[config.mk]
export PLATFORM = sky130hd
export DESIGN_NAME = dual_page_mapper
export DESIGN_NICKNAME = d
export VERILOG_FILES = /design/src/rtl/pgmap_pkg.sv /design/src/rtl/page_regs.sv /design/src/rtl/section_router.sv /design/src/rtl/dual_page_mapper.sv
export SDC_FILE = /design/constraint.sdc
export NUM_CORES = 1
export LEC_CHECK = 0
export ABC_AREA = 1
export ABC_CLOCK_PERIOD_IN_PS = 1800
export BUFFER_PORTS_ARGS = -buffer_cell sky130_fd_sc_hd__buf_4
export CAP_MARGIN = 20
export CORE_MARGIN = 2
export CORE_UTILIZATION = 44
export CTS_CLUSTER_SIZE = 10
export DETAILED_ROUTE_END_ITERATION = 10
export PLACE_DENSITY = 0.84
export RECOVER_POWER = 100
export SETUP_SLACK_MARGIN = 0.4
export SYNTH_ARGS = -nofsm -noshare
export SYNTH_HDL_FRONTEND = slang
export SYNTH_HIERARCHICAL = 1
export SYNTH_SLANG_ARGS = --single-unit
[constraint.sdc]
create_clock -name clk -period 1.8 [get_ports clk]
set_input_delay 0.36 -clock clk [delete_from_list [all_inputs] [get_ports clk]]
set_output_delay 0.36 -clock clk [all_outputs]
set_load 0.01 [all_outputs]
[src/rtl/pgmap_pkg.sv]
package pgmap_pkg;
  localparam int ADDR_W = 16;
  localparam int SECT_W = 3;
  localparam int NSECT  = 1 << SECT_W;
  localparam int BANK_W = 3;
  localparam int OBANK_W = BANK_W + 1;
  localparam int REG_W  = 8;

  typedef enum logic [1:0] {
    KIND_ROM  = 2'd0,
    KIND_HOME = 2'd1,
    KIND_DOCK = 2'd2,
    KIND_EX   = 2'd3
  } kind_e;

  localparam logic [OBANK_W-1:0] MID_BANK  = OBANK_W'(5);
  localparam logic [OBANK_W-1:0] HIGH_BANK = OBANK_W'(8);
endpackage

[src/rtl/page_regs.sv]
module page_regs
  import pgmap_pkg::*;
(
  input  logic              clk,
  input  logic              rst_n,
  input  logic              bank_wr,
  input  logic [REG_W-1:0]  bank_wdata,
  input  logic              mask_wr,
  input  logic [NSECT-1:0]  mask_wdata,
  input  logic              src_wr,
  input  logic              src_bit,
  output logic [BANK_W-1:0] bank_q,
  output logic              rom_q,
  output logic              vid_q,
  output logic [NSECT-1:0]  mask_q,
  output logic              src_q
);
  localparam int VID_BIT = BANK_W;
  localparam int ROM_BIT = BANK_W + 1;

  always_ff @(posedge clk or negedge rst_n) begin
    if (!rst_n) begin
      bank_q <= '0;
      rom_q  <= 1'b0;
      vid_q  <= 1'b0;
      mask_q <= '0;
      src_q  <= 1'b0;
    end else begin
      if (bank_wr) begin
        bank_q <= bank_wdata[BANK_W-1:0];
        vid_q  <= bank_wdata[VID_BIT];
        rom_q  <= bank_wdata[ROM_BIT];
      end
      if (mask_wr) mask_q <= mask_wdata;
      if (src_wr)  src_q  <= src_bit;
    end
  end
endmodule

[src/rtl/section_router.sv]
module section_router
  import pgmap_pkg::*;
(
  input  logic [ADDR_W-1:0]  addr,
  input  logic [BANK_W-1:0]  bank_q,
  input  logic               rom_q,
  input  logic [NSECT-1:0]   mask_q,
  input  logic               src_q,
  output logic [1:0]         kind,
  output logic [OBANK_W-1:0] bank,
  output logic [SECT_W-1:0]  page
);
  localparam int LEAK_DIST = NSECT / 2;

  logic [SECT_W-1:0] sect;
  logic [NSECT-1:0]  ovl_en;
  logic              odd_bank;

  assign sect     = addr[ADDR_W-1 -: SECT_W];
  assign odd_bank = bank_q[0];

  for (genvar s = 0; s < NSECT; s++) begin : g_ovl
    if (s >= NSECT - 2) begin : g_top
      assign ovl_en[s] = odd_bank ? mask_q[s-LEAK_DIST] : mask_q[s];
    end else begin : g_plain
      assign ovl_en[s] = mask_q[s];
    end
  end

  always_comb begin
    page = {{(SECT_W-1){1'b0}}, addr[ADDR_W-SECT_W]};
    bank = '0;
    kind = KIND_HOME;
    if (ovl_en[sect]) begin
      kind = src_q ? KIND_EX : KIND_DOCK;
      page = sect;
    end else begin
      unique case (sect[SECT_W-1 -: 2])
        2'd0: begin kind = KIND_ROM; bank = {{(OBANK_W-1){1'b0}}, rom_q}; end
        2'd1: bank = MID_BANK;
        2'd2: bank = HIGH_BANK;
        default: bank = {1'b0, bank_q};
      endcase
    end
  end
endmodule

[src/rtl/dual_page_mapper.sv]
module dual_page_mapper
  import pgmap_pkg::*;
(
  input  logic        clk,
  input  logic        rst_n,
  input  logic [15:0] cpu_addr,
  input  logic        bank_wr,
  input  logic [7:0]  bank_wdata,
  input  logic        mask_wr,
  input  logic [7:0]  mask_wdata,
  input  logic        src_wr,
  input  logic        src_bit,
  output logic [7:0]  mask_rdata,
  output logic [1:0]  sel_kind,
  output logic [3:0]  sel_bank,
  output logic [2:0]  sel_page,
  output logic        vid_bank7
);
  logic [BANK_W-1:0] bank_q;
  logic              rom_q;
  logic              src_q;
  logic [NSECT-1:0]  mask_q;

  page_regs u_regs (
    .clk(clk), .rst_n(rst_n),
    .bank_wr(bank_wr), .bank_wdata(bank_wdata),
    .mask_wr(mask_wr), .mask_wdata(mask_wdata),
    .src_wr(src_wr), .src_bit(src_bit),
    .bank_q(bank_q), .rom_q(rom_q), .vid_q(vid_bank7),
    .mask_q(mask_q), .src_q(src_q)
  );

  section_router u_route (
    .addr(cpu_addr), .bank_q(bank_q), .rom_q(rom_q),
    .mask_q(mask_q), .src_q(src_q),
    .kind(sel_kind), .bank(sel_bank), .page(sel_page)
  );

  assign mask_rdata = mask_q;
endmodule

# [Yosys cells after proc, flatten, opt, wreduce, memory -nomap -nowiden]
# Index checks and enable logic that the tools add are counted.
[totals] reg_bits=14 in_bits=38 out_inout_bits=18 wordCells=19
[classes] magnitude_cmp=1 n_eq_ne=2 muxes=10 reduce_logical=1
[ops] operator="one-hot mux 4 bit (3 select lines)" count=1
[ops] operator="two-way mux 1 bit" count=5
[ops] operator="less-than comparator 3 x 4 -> 1 bit (second input constant)" count=1
[ops] operator="two-way mux 4 bit" count=1
[ops] operator="binary-select mux 1 bit (select 3 bit)" count=1
[ops] operator="two-way mux 3 bit" count=1
[ops] operator="== test 2 x 1 -> 1 bit (second input constant)" count=1
[ops] operator="== test 2 bit (second input constant)" count=1
[ops] operator="zero test 2 bit" count=1
[ops] operator="two-way mux 2 bit" count=1

# [Depth between registers and ports, before layout]
# Gate-level depths: netlist of run 1.
[logic_depth] depth_word=4 depth_mapped=8 depth_no_buf=7

# [Cells and area by module]
# Netlist of run 1, hierarchy kept.
[by_module_without_submodules] mod="page_regs" instances=1 cells_per_inst=60 area_each_um2=530.5 seq_area_each_um2=350.3
[by_module_without_submodules] mod="section_router" instances=1 cells_per_inst=71 area_each_um2=312.8 seq_area_each_um2=0.0

# [Worst setup path after synthesis of run 1]
# Ideal clock, no wire load.
[synth_path] kind="input -> output" start="input port cpu_addr[13]" end="output port sel_bank[0]" t_arrival_ps=1072 t_required_ps=1440 path_slack_ps=368 cell_stages=8 path_buffers=1 path_cell_list="buf_6 -> nand2_2 -> inv_1 -> nor2_1 -> nor2_1 -> nor2_2 -> nand2_2 -> nor2_1"
[synth_via] elab_chain_cells=3
[synth_rtl] item="start: declaration" line_no="dual_page_mapper.sv:6" source="input logic [15:0] cpu_addr,"
[synth_rtl] item="binary-select mux 1 bit (select 3 bit)" line_no="section_router.sv:34" source="if (ovl_en[sect]) begin"
[synth_rtl] item="two-way mux 1 bit (not written as such)" line_no="section_router.sv:34"
[synth_rtl] item="two-way mux 4 bit" line_no="section_router.sv:34"
[synth_rtl] item="end: declaration" line_no="dual_page_mapper.sv:15" source="output logic [3:0] sel_bank,"
# Every way passes these cells. The select of a mux whose other input is x is not followed.

# [Worst setup path in the final report of run 1]
[layout_path] start="register u_regs.bank_q[0]" end="output port sel_bank[0]"
[layout_via] elab_chain_cells=4 word_cells_on_any_way=6 classes_between="6 x mux"
[layout_rtl] item="start: declaration" line_no="page_regs.sv:12" source="output logic [BANK_W-1:0] bank_q,"
[layout_rtl] item="start signal: assignment" line_no="page_regs.sv:30" source="bank_q <= bank_wdata[BANK_W-1:0];"
[layout_rtl] item="two-way mux 1 bit" line_no="section_router.sv:24" source="assign ovl_en[s] = odd_bank ? mask_q[s-LEAK_DIST] : mask_q[s];"
[layout_rtl] item="binary-select mux 1 bit (select 3 bit)" line_no="section_router.sv:34"
[layout_rtl] item="two-way mux 1 bit (not written as such)" line_no="section_router.sv:34"
[layout_rtl] item="two-way mux 4 bit *" line_no="section_router.sv:34"
# Mark *: on every way between the ends. The rest lies on a longest branch, timed or not. The select of a mux whose other input is x is not followed.

==> impl_metrics.csv, run 1 <==
group,metric,value,unit
outcome,outcome,"finished, violations left",
outcome,violations,"setup timing",
floorplan,die_x,47.8,um
detailed_routing,wire_per_inst,12.7,um
synthesis,synth_area,843,sq um
timing,timing.final.crit_period,1860,ps
layout,antenna_cells,0,
detailed_routing,wl,2.63,mm
worst_setup_path,required,1440,ps
floorplan,start_util,47.8,%
synthesis,yosysWarnings,6,
worst_setup_path,worstReg2RegEnd,"u_regs/mask_q[4]",
layout,nets,222,
timing,clock.fmax,539,MHz
timing,worst_slew_margin_rel,45.1,%
timing,rsz0062_at_grt,"true",
detailed_routing,vias,1015,
layout,drive_gt1_share,36.6,%
detailed_routing,drt_pass1_iterations,4,
timing,fin_ws,-56.9,ps
worst_setup_path,rr_worst_depth,4,
clock_network,htreeDepth,1,
layout,final_cells,208,
power,power,895,uW
global_route,antenna_found_initial,0,
synthesis,netlist_instances,131,
floorplan,io_pins,56,
worst_setup_path,arrival,1500,ps
global_route,grt_pass1_wl,3.72,mm
detailed_routing,ant_nets,0,
detailed_routing,drt_iter0_markers,26,
worst_setup_path,end_kind,"primary output",
worst_setup_path,worst-setup-path-type,"flop to primary output",
synthesis,netlist_top_cells_area,"dfrtp_1, nand2_1, inv_1",
synthesis,synth_cell_type_count,16,
synthesis,netlist.area_leader.share,41.5,%
power,power_density,685,mW/mm^2
floorplan,dieArea,0.00228,sq mm
worst_setup_path,path_max_fanout,5,
layout,area_delta_synth_final,55.0,%
min_path,hp-class,"input pin to flop",
placement,place_inst,192,
synthesis,synth_fp_nets,169,
timing,setup_violations,4,
layout,post-route-util,74.1,%
clock_network,clockBufferDepth,2,
timing,hold_violations,0,
clock_network,clk_pin_slew,100,ps
timing,finalCritPeriodShare,103,%
placement,io_buffer_count,39,
floorplan,fp.dieH,47.8,um
global_route,first_global_vias,884,
global_route,grt_max_degree,15,
floorplan,rows,15,
power,power_leakage,0.774,nW
worst_setup_path,r2r_setup_slack,820,ps
global_route,grt_use_total,23.0,%
clock_network,clk_latency,280,ps
placement,hpwl,1.57,mm
timing,finClkSkew,0,ps
clock_network,numCtsBuffers,3,
synthesis,yosysTopAreaCell,"dfrtp_1",
worst_setup_path,timing.rr.start,"u_regs/mask_q[4]",
synthesis,yosysSeqAreaShare,41.5,%
worst_setup_path,startpoint_type,"flop",
synthesis,syn_area_per_cell,6.44,sq um
timing,tightest_slew,824,ps
power,peakVddDrop,525,uV
placement,place_congestion,0.819,
global_route,overflow,0,
layout,final_common_cell,"nand2_1",
timing,drv_slew,0,
floorplan,coreArea,0.00176,sq mm
synthesis,ys_ff_latch,14,
clock_network,cts_tree,"yes",
min_path,hp-start,"bank_wdata[0]",
min_path,hold-path-cell-count,3,
min_path,hold-path-endpoint,"u_regs/bank_q[0]",
detailed_routing,drc,0,
job,drv_cap,0,
layout,final_cell_mix,"nand2_1, buf_4, inv_1",
clock_network,clock_sinks,14,
clock_network,root_buffer,"clkbuf_4",
detailed_routing,via_per_inst,4.88,
==> how the worst max path moves through the flow <==
stage | slack [ps] | start | end | depth (start not counted)
after global placement | 230 | cpu_addr[13] | sel_bank[2] | 9
after global routing | -150 | u_regs/bank_q[0] | sel_bank[0] | 8
after floorplan | 370 | cpu_addr[13] | sel_bank[0] | 8
after detailed placement | 220 | cpu_addr[13] | sel_bank[2] | 9
after CTS | 30 | u_regs/mask_q[2] | sel_bank[2] | 8
final | -60 | u_regs/bank_q[0] | sel_bank[0] | 7
==> state kept, by name, summed over array words and instances, names as in the netlist <==
register / count
u_regs/bank_q: 3
u_regs/mask_q: 8
u_regs/rom_q: 1
u_regs/src_q: 1
u_regs/vid_q: 1
==> kinds of logic (layout without fill, tap and decap cells) <==
| group | Yosys count | after routing | share of synthesized area (%) |
|---|---|---|---|
| buf+inv | 23 | 75 | 13.1 |
| simple gates | 86 | 86 | 40.4 |
| flops | 14 | 14 | 41.5 |
| compound gates | 8 | 8 | 5.04 |
==> cell usage after synthesis <==
| master | n |
|---|---|
| nand2_1 | 65 |
| nand3_1 | 6 |
| o21ai_0 | 3 |
| a21oi_1 | 3 |
| inv_1 | 18 |
| buf_4 | 1 |
| inv_2 | 1 |
| o21bai_1 | 1 |
| clkinv_4 | 1 |
| o21ai_1 | 1 |
| or2_2 | 1 |
| nor2_2 | 1 |
| nor2_1 | 11 |
| nand2_2 | 2 |
| dfrtp_1 | 14 |
| buf_6 | 2 |
==> critical path: stages, from the launching register on <==
cell	delay, ps
dfrtp_1	440
inv_2	130
o21ai_1	110
nor2_1	180
nor2_2	60
nand2_2	110
nor2_1	60
buf_4	140
==> power by group <==
group	internal, mW	switching, mW	total (mW)
clock	0.123	0.105	0.228
sequential	0.342	0.0208	0.363
combinational	0.150	0.155	0.305
==> final cells by class <==
| cell class | count | area (sq um) |
|---|---|---|
| Clock buffer | 4 | 36.3 |
| Fill cell | 151 | 457 |
| Inverter | 20 | 80.1 |
| Multi-Input combinational cell | 94 | 412 |
| Sequential cell | 14 | 350 |
| Tap cell | 25 | 31.3 |
| Timing Repair Buffer | 51 | 398 |
==> timing repair <==
action                                  CTS  global route
endpoints found under the setup margin    8             8
setup buffers                             8             3
hold buffers                              1             0
hold endpoints to repair                 14             0
resized for setup                         4            16
pin swaps                                 7             8
==> routing by layer <==
layer | track usage [%] | vias up | wire, um
met5 | 0 | - | 0
met4 | 8.11 | 0 | 96
met3 | 2.64 | 12 | 189
met2 | 40.0 | 48 | 1320
met1 | 29.4 | 461 | 1030
li1 | - | 494 | -
==> metrics by stage <==
stage | setup slack (ps) | area (sq um) | hold slack (ps) | setup TNS, ps
2_1_floorplan | 368 | 843 | 64.4 | 0
4_1_cts | 30.4 | 1250 | 276 | 0
3_3_place_gp | 234 | 1140 | 214 | 0
3_5_place_dp | 219 | 1140 | 222 | 0
5_1_grt | -146 | 1310 | 272 | -636
6_report | -56.9 | 1310 | 275 | -178
Power figures use the tool's default switching activity.
==> run 2: changes to the inputs <==
- ABC_AREA: 1 -> not set
- CORE_UTILIZATION: 44 -> 43
- PLACE_DENSITY: 0.84 -> 0.83
==> run 2 against run 1 <==
  * The run still ends with setup timing left
  * Worst hold slack gained 40 ps
  * Clock skew is the same
  * Combinational power grew 9.2%
  * Worst setup slack lost 120 ps
  * Critical path type unchanged
  * Largest power group unchanged
==> impl_metrics.csv, run 2 <==
group,metric,value,unit
outcome,outcome,"finished, violations left",
outcome,violations,"setup timing",
timing,finalCritPeriodShare,110,%
worst_setup_path,timing.rr.start,"u_regs/mask_q[6]",
timing,finClkSkew,0,ps
global_route,grt_max_degree,15,
synthesis,syn_area_per_cell,13.4,sq um
power,p_sw_share,27.7,%
clock_network,clock_sinks,14,
global_route,first_global_vias,605,
layout,reg_top3,"u_regs/mask_q (8), u_regs/bank_q (3)",
synthesis,synthTopCellsByCount,"dfrtp_1, mux2_4, mux2_2, nor2_1",
min_path,hold-path-endpoint,"u_regs/mask_q[3]",
worst_setup_path,rr_worst_depth,3,
global_route,grt_use_total,18.4,%
placement,io_buffer_count,39,
detailed_routing,drt_pass1_iterations,4,
power,clock_power_share,23.8,%
clock_network,clockBufferDepth,2,
clock_network,cts_tree,"yes",
layout,stdcell_area,0.00128,sq mm
worst_setup_path,cpPeakStageDelay,440,ps
min_path,hp-class,"input pin to flop",
floorplan,fp.dieH,47.3,um
layout,seq_area,355,sq um
synthesis,yosysSeqAreaShare,43.5,%
synthesis,netlist_instances,60,
floorplan,die_x,47.3,um
power,p_int,672,uW
min_path,hp-start,"mask_wdata[3]",
job,drv_cap,0,
power,power_frac_seq,40.4,%
synthesis,synth_area,806,sq um
detailed_routing,drc,0,
timing,hold_violations,0,
detailed_routing,via_per_inst,4.79,
clock_network,htreeDepth,1,
timing,clock.fmax,507,MHz
layout,largest_register_ff_count,8,
synthesis,yosysWarnings,6,
floorplan,rows,15,
timing,rsz0062_at_grt,"true",
global_route,grt_pass1_wl,2.83,mm
layout,final_cell_mix,"buf_4, dfrtp_1, mux2_4",
worst_setup_path,path_delay_family,"compound AO/OA/AOI/OAI gates",
clock_network,clk_pin_slew,90,ps
timing,setup_violations,6,
power,power_density,727,mW/mm^2
global_route,overflow,0,
layout,final_common_cell,"buf_4",
layout,nets,150,
worst_setup_path,r2r_setup_slack,710,ps
clock_network,clk_latency,270,ps
synthesis,ys_async_sr_fraction,100,%
synthesis,synth-edff-count,0,
layout,largest_register,"u_regs/mask_q",
synthesis,yosysTopAreaCell,"dfrtp_1",
worst_setup_path,end_kind,"primary output",
synthesis,ys_ff_latch,14,
floorplan,io_pins,56,
layout,fillers,128,
worst_setup_path,worst-setup-path-type,"flop to primary output",
synthesis,synth_fp_nets,98,
worst_setup_path,path_max_fanout,3,
power,power,930,uW
layout,area_delta_synth_final,58.9,%
placement,place_congestion,0.689,
worst_setup_path,crit_buf_inv,1,
worst_setup_path,worstReg2RegEnd,"u_regs/mask_q[6]",
synthesis,synth_flop_cell,"dfrtp_1",
worst_setup_path,startpoint_type,"flop",
detailed_routing,wl,1.96,mm
worst_setup_path,path_cells,"mux2i_4 -> o32ai_4 -> a311o_4 -> a21oi_4 -> buf_6",
power,p_comb_share,35.8,%
layout,post-route-util,73.3,%
placement,place_inst,123,
worst_setup_path,crit_path_top_delay_cell,"dfrtp_1",
timing,tightest_slew,752,ps
timing,drv_slew,0,
worst_setup_path,required,1440,ps
power,p_sw,258,uW
floorplan,dieArea,0.00224,sq mm
worst_setup_path,arrival,1610,ps
synthesis,netlist.area_leader.share,43.5,%
floorplan,coreArea,0.00175,sq mm
layout,multi_input_area,445,sq um
layout,drive_gt1_share,75.7,%
global_route,antenna_found_initial,0,
detailed_routing,wire_per_inst,14.4,um
power,peakVddDrop,564,uV
detailed_routing,drt_iter0_markers,5,
synthesis,synth.most_common_cell,"dfrtp_1",
timing,worst_slew_margin_rel,49.9,%
min_path,hold-path-cell-count,2,
placement,hpwl,1.41,mm
placement,place_area,0.00116,sq mm
floorplan,start_util,46.2,%
synthesis,synth_cell_type_count,22,
timing,fin_ws,-173,ps
clock_network,numCtsBuffers,3,
clock_network,root_buffer,"clkbuf_4",
timing,timing.final.crit_period,1970,ps
layout,final_cells,136,
layout,antenna_cells,0,
detailed_routing,vias,652,
detailed_routing,ant_nets,0,
synthesis,netlist_top_cells_area,"dfrtp_1, mux2_4, mux2_2",
power,power_leakage,0.617,nW
[run 2: changes by cell type in the layout (fill, tap and decap cells not counted), sizes merged, moves of 4 or more]
cell	before	now
buf	43	50
mux2	0	15
nand3	6	1
nand2	67	2
clkbuf	9	5
nor2	12	5
inv	19	3
[run 2: metrics by stage]
step / setup TNS (ps) / hold WS (ps) / setup WS [ps]
final: -532 / 315 / -173
after global routing: -1120 / 299 / -246
after CTS: -445 / 306 / -173
after detailed placement: -131 / 216 / -80.1
after global placement: -113 / 214 / -70.1
after floorplan: 0 / 64.4 / 82.6
[run 2: final cells by class]
type	count	share of cell area, %
clock buffers	4	2.83
repair buffers	52	31.3
well taps	25	2.44
multi-input cells	38	34.8
flip-flops and latches	14	27.8
inverters	3	0.880
[run 2: cell families after synthesis]
| group | share of synthesized area, % |
|---|---|
| compound gates | 8.23 |
| simple gates | 8.23 |
| flops | 43.5 |
| mux | 33.7 |
| buf+inv | 6.37 |
[run 2: timing repair]
item,4_1_cts,5_1_grt
hold endpoints to repair,14,0
setup buffers,5,3
setup endpoints to repair,8,8
resized for setup,7,1
hold buffers,1,0
pin swaps,1,1
[run 2: metal layers]
layer | track usage [%] | part of all wire, % | wire length (um)
met2 | 32.4 | 54 | 1060
met5 | 0 | 0 | 0
met1 | 22.9 | 41 | 795
met4 | 5.00 | 0.72 | 14
met3 | 3.46 | 4.3 | 84
[run 2: how the worst max path moves through the flow]
stage | depth (start not counted) | from | to | slack (ps)
finish | 5 | u_regs/mask_q[2] | sel_kind[0] | -170
global route | 5 | u_regs/mask_q[2] | sel_kind[0] | -250
CTS | 5 | u_regs/mask_q[2] | sel_kind[0] | -170
detailed placement | 6 | cpu_addr[13] | sel_kind[0] | -80
global placement | 6 | cpu_addr[13] | sel_kind[0] | -70
floorplan | 5 | cpu_addr[13] | sel_kind[0] | 80
[run 2: power by group through the flow]
| stage | logic, mW | clock network, mW | registers [mW] |
|---|---|---|---|
| final | 0.333 | 0.221 | 0.376 |
| after floorplan | 0.160 | 0 | 0.386 |
| after global routing | 0.355 | 0.245 | 0.379 |
| after detailed placement | 0.291 | 0 | 0.386 |
| after global placement | 0.284 | 0 | 0.383 |
| after CTS | 0.322 | 0.226 | 0.377 |
[run 2: worst register-to-register path: cells and delay by family (launching register included)]
kind                   cells  cell delay (ps)
muxes                      1              260
DFF                        1              440
buffers and inverters      2              270
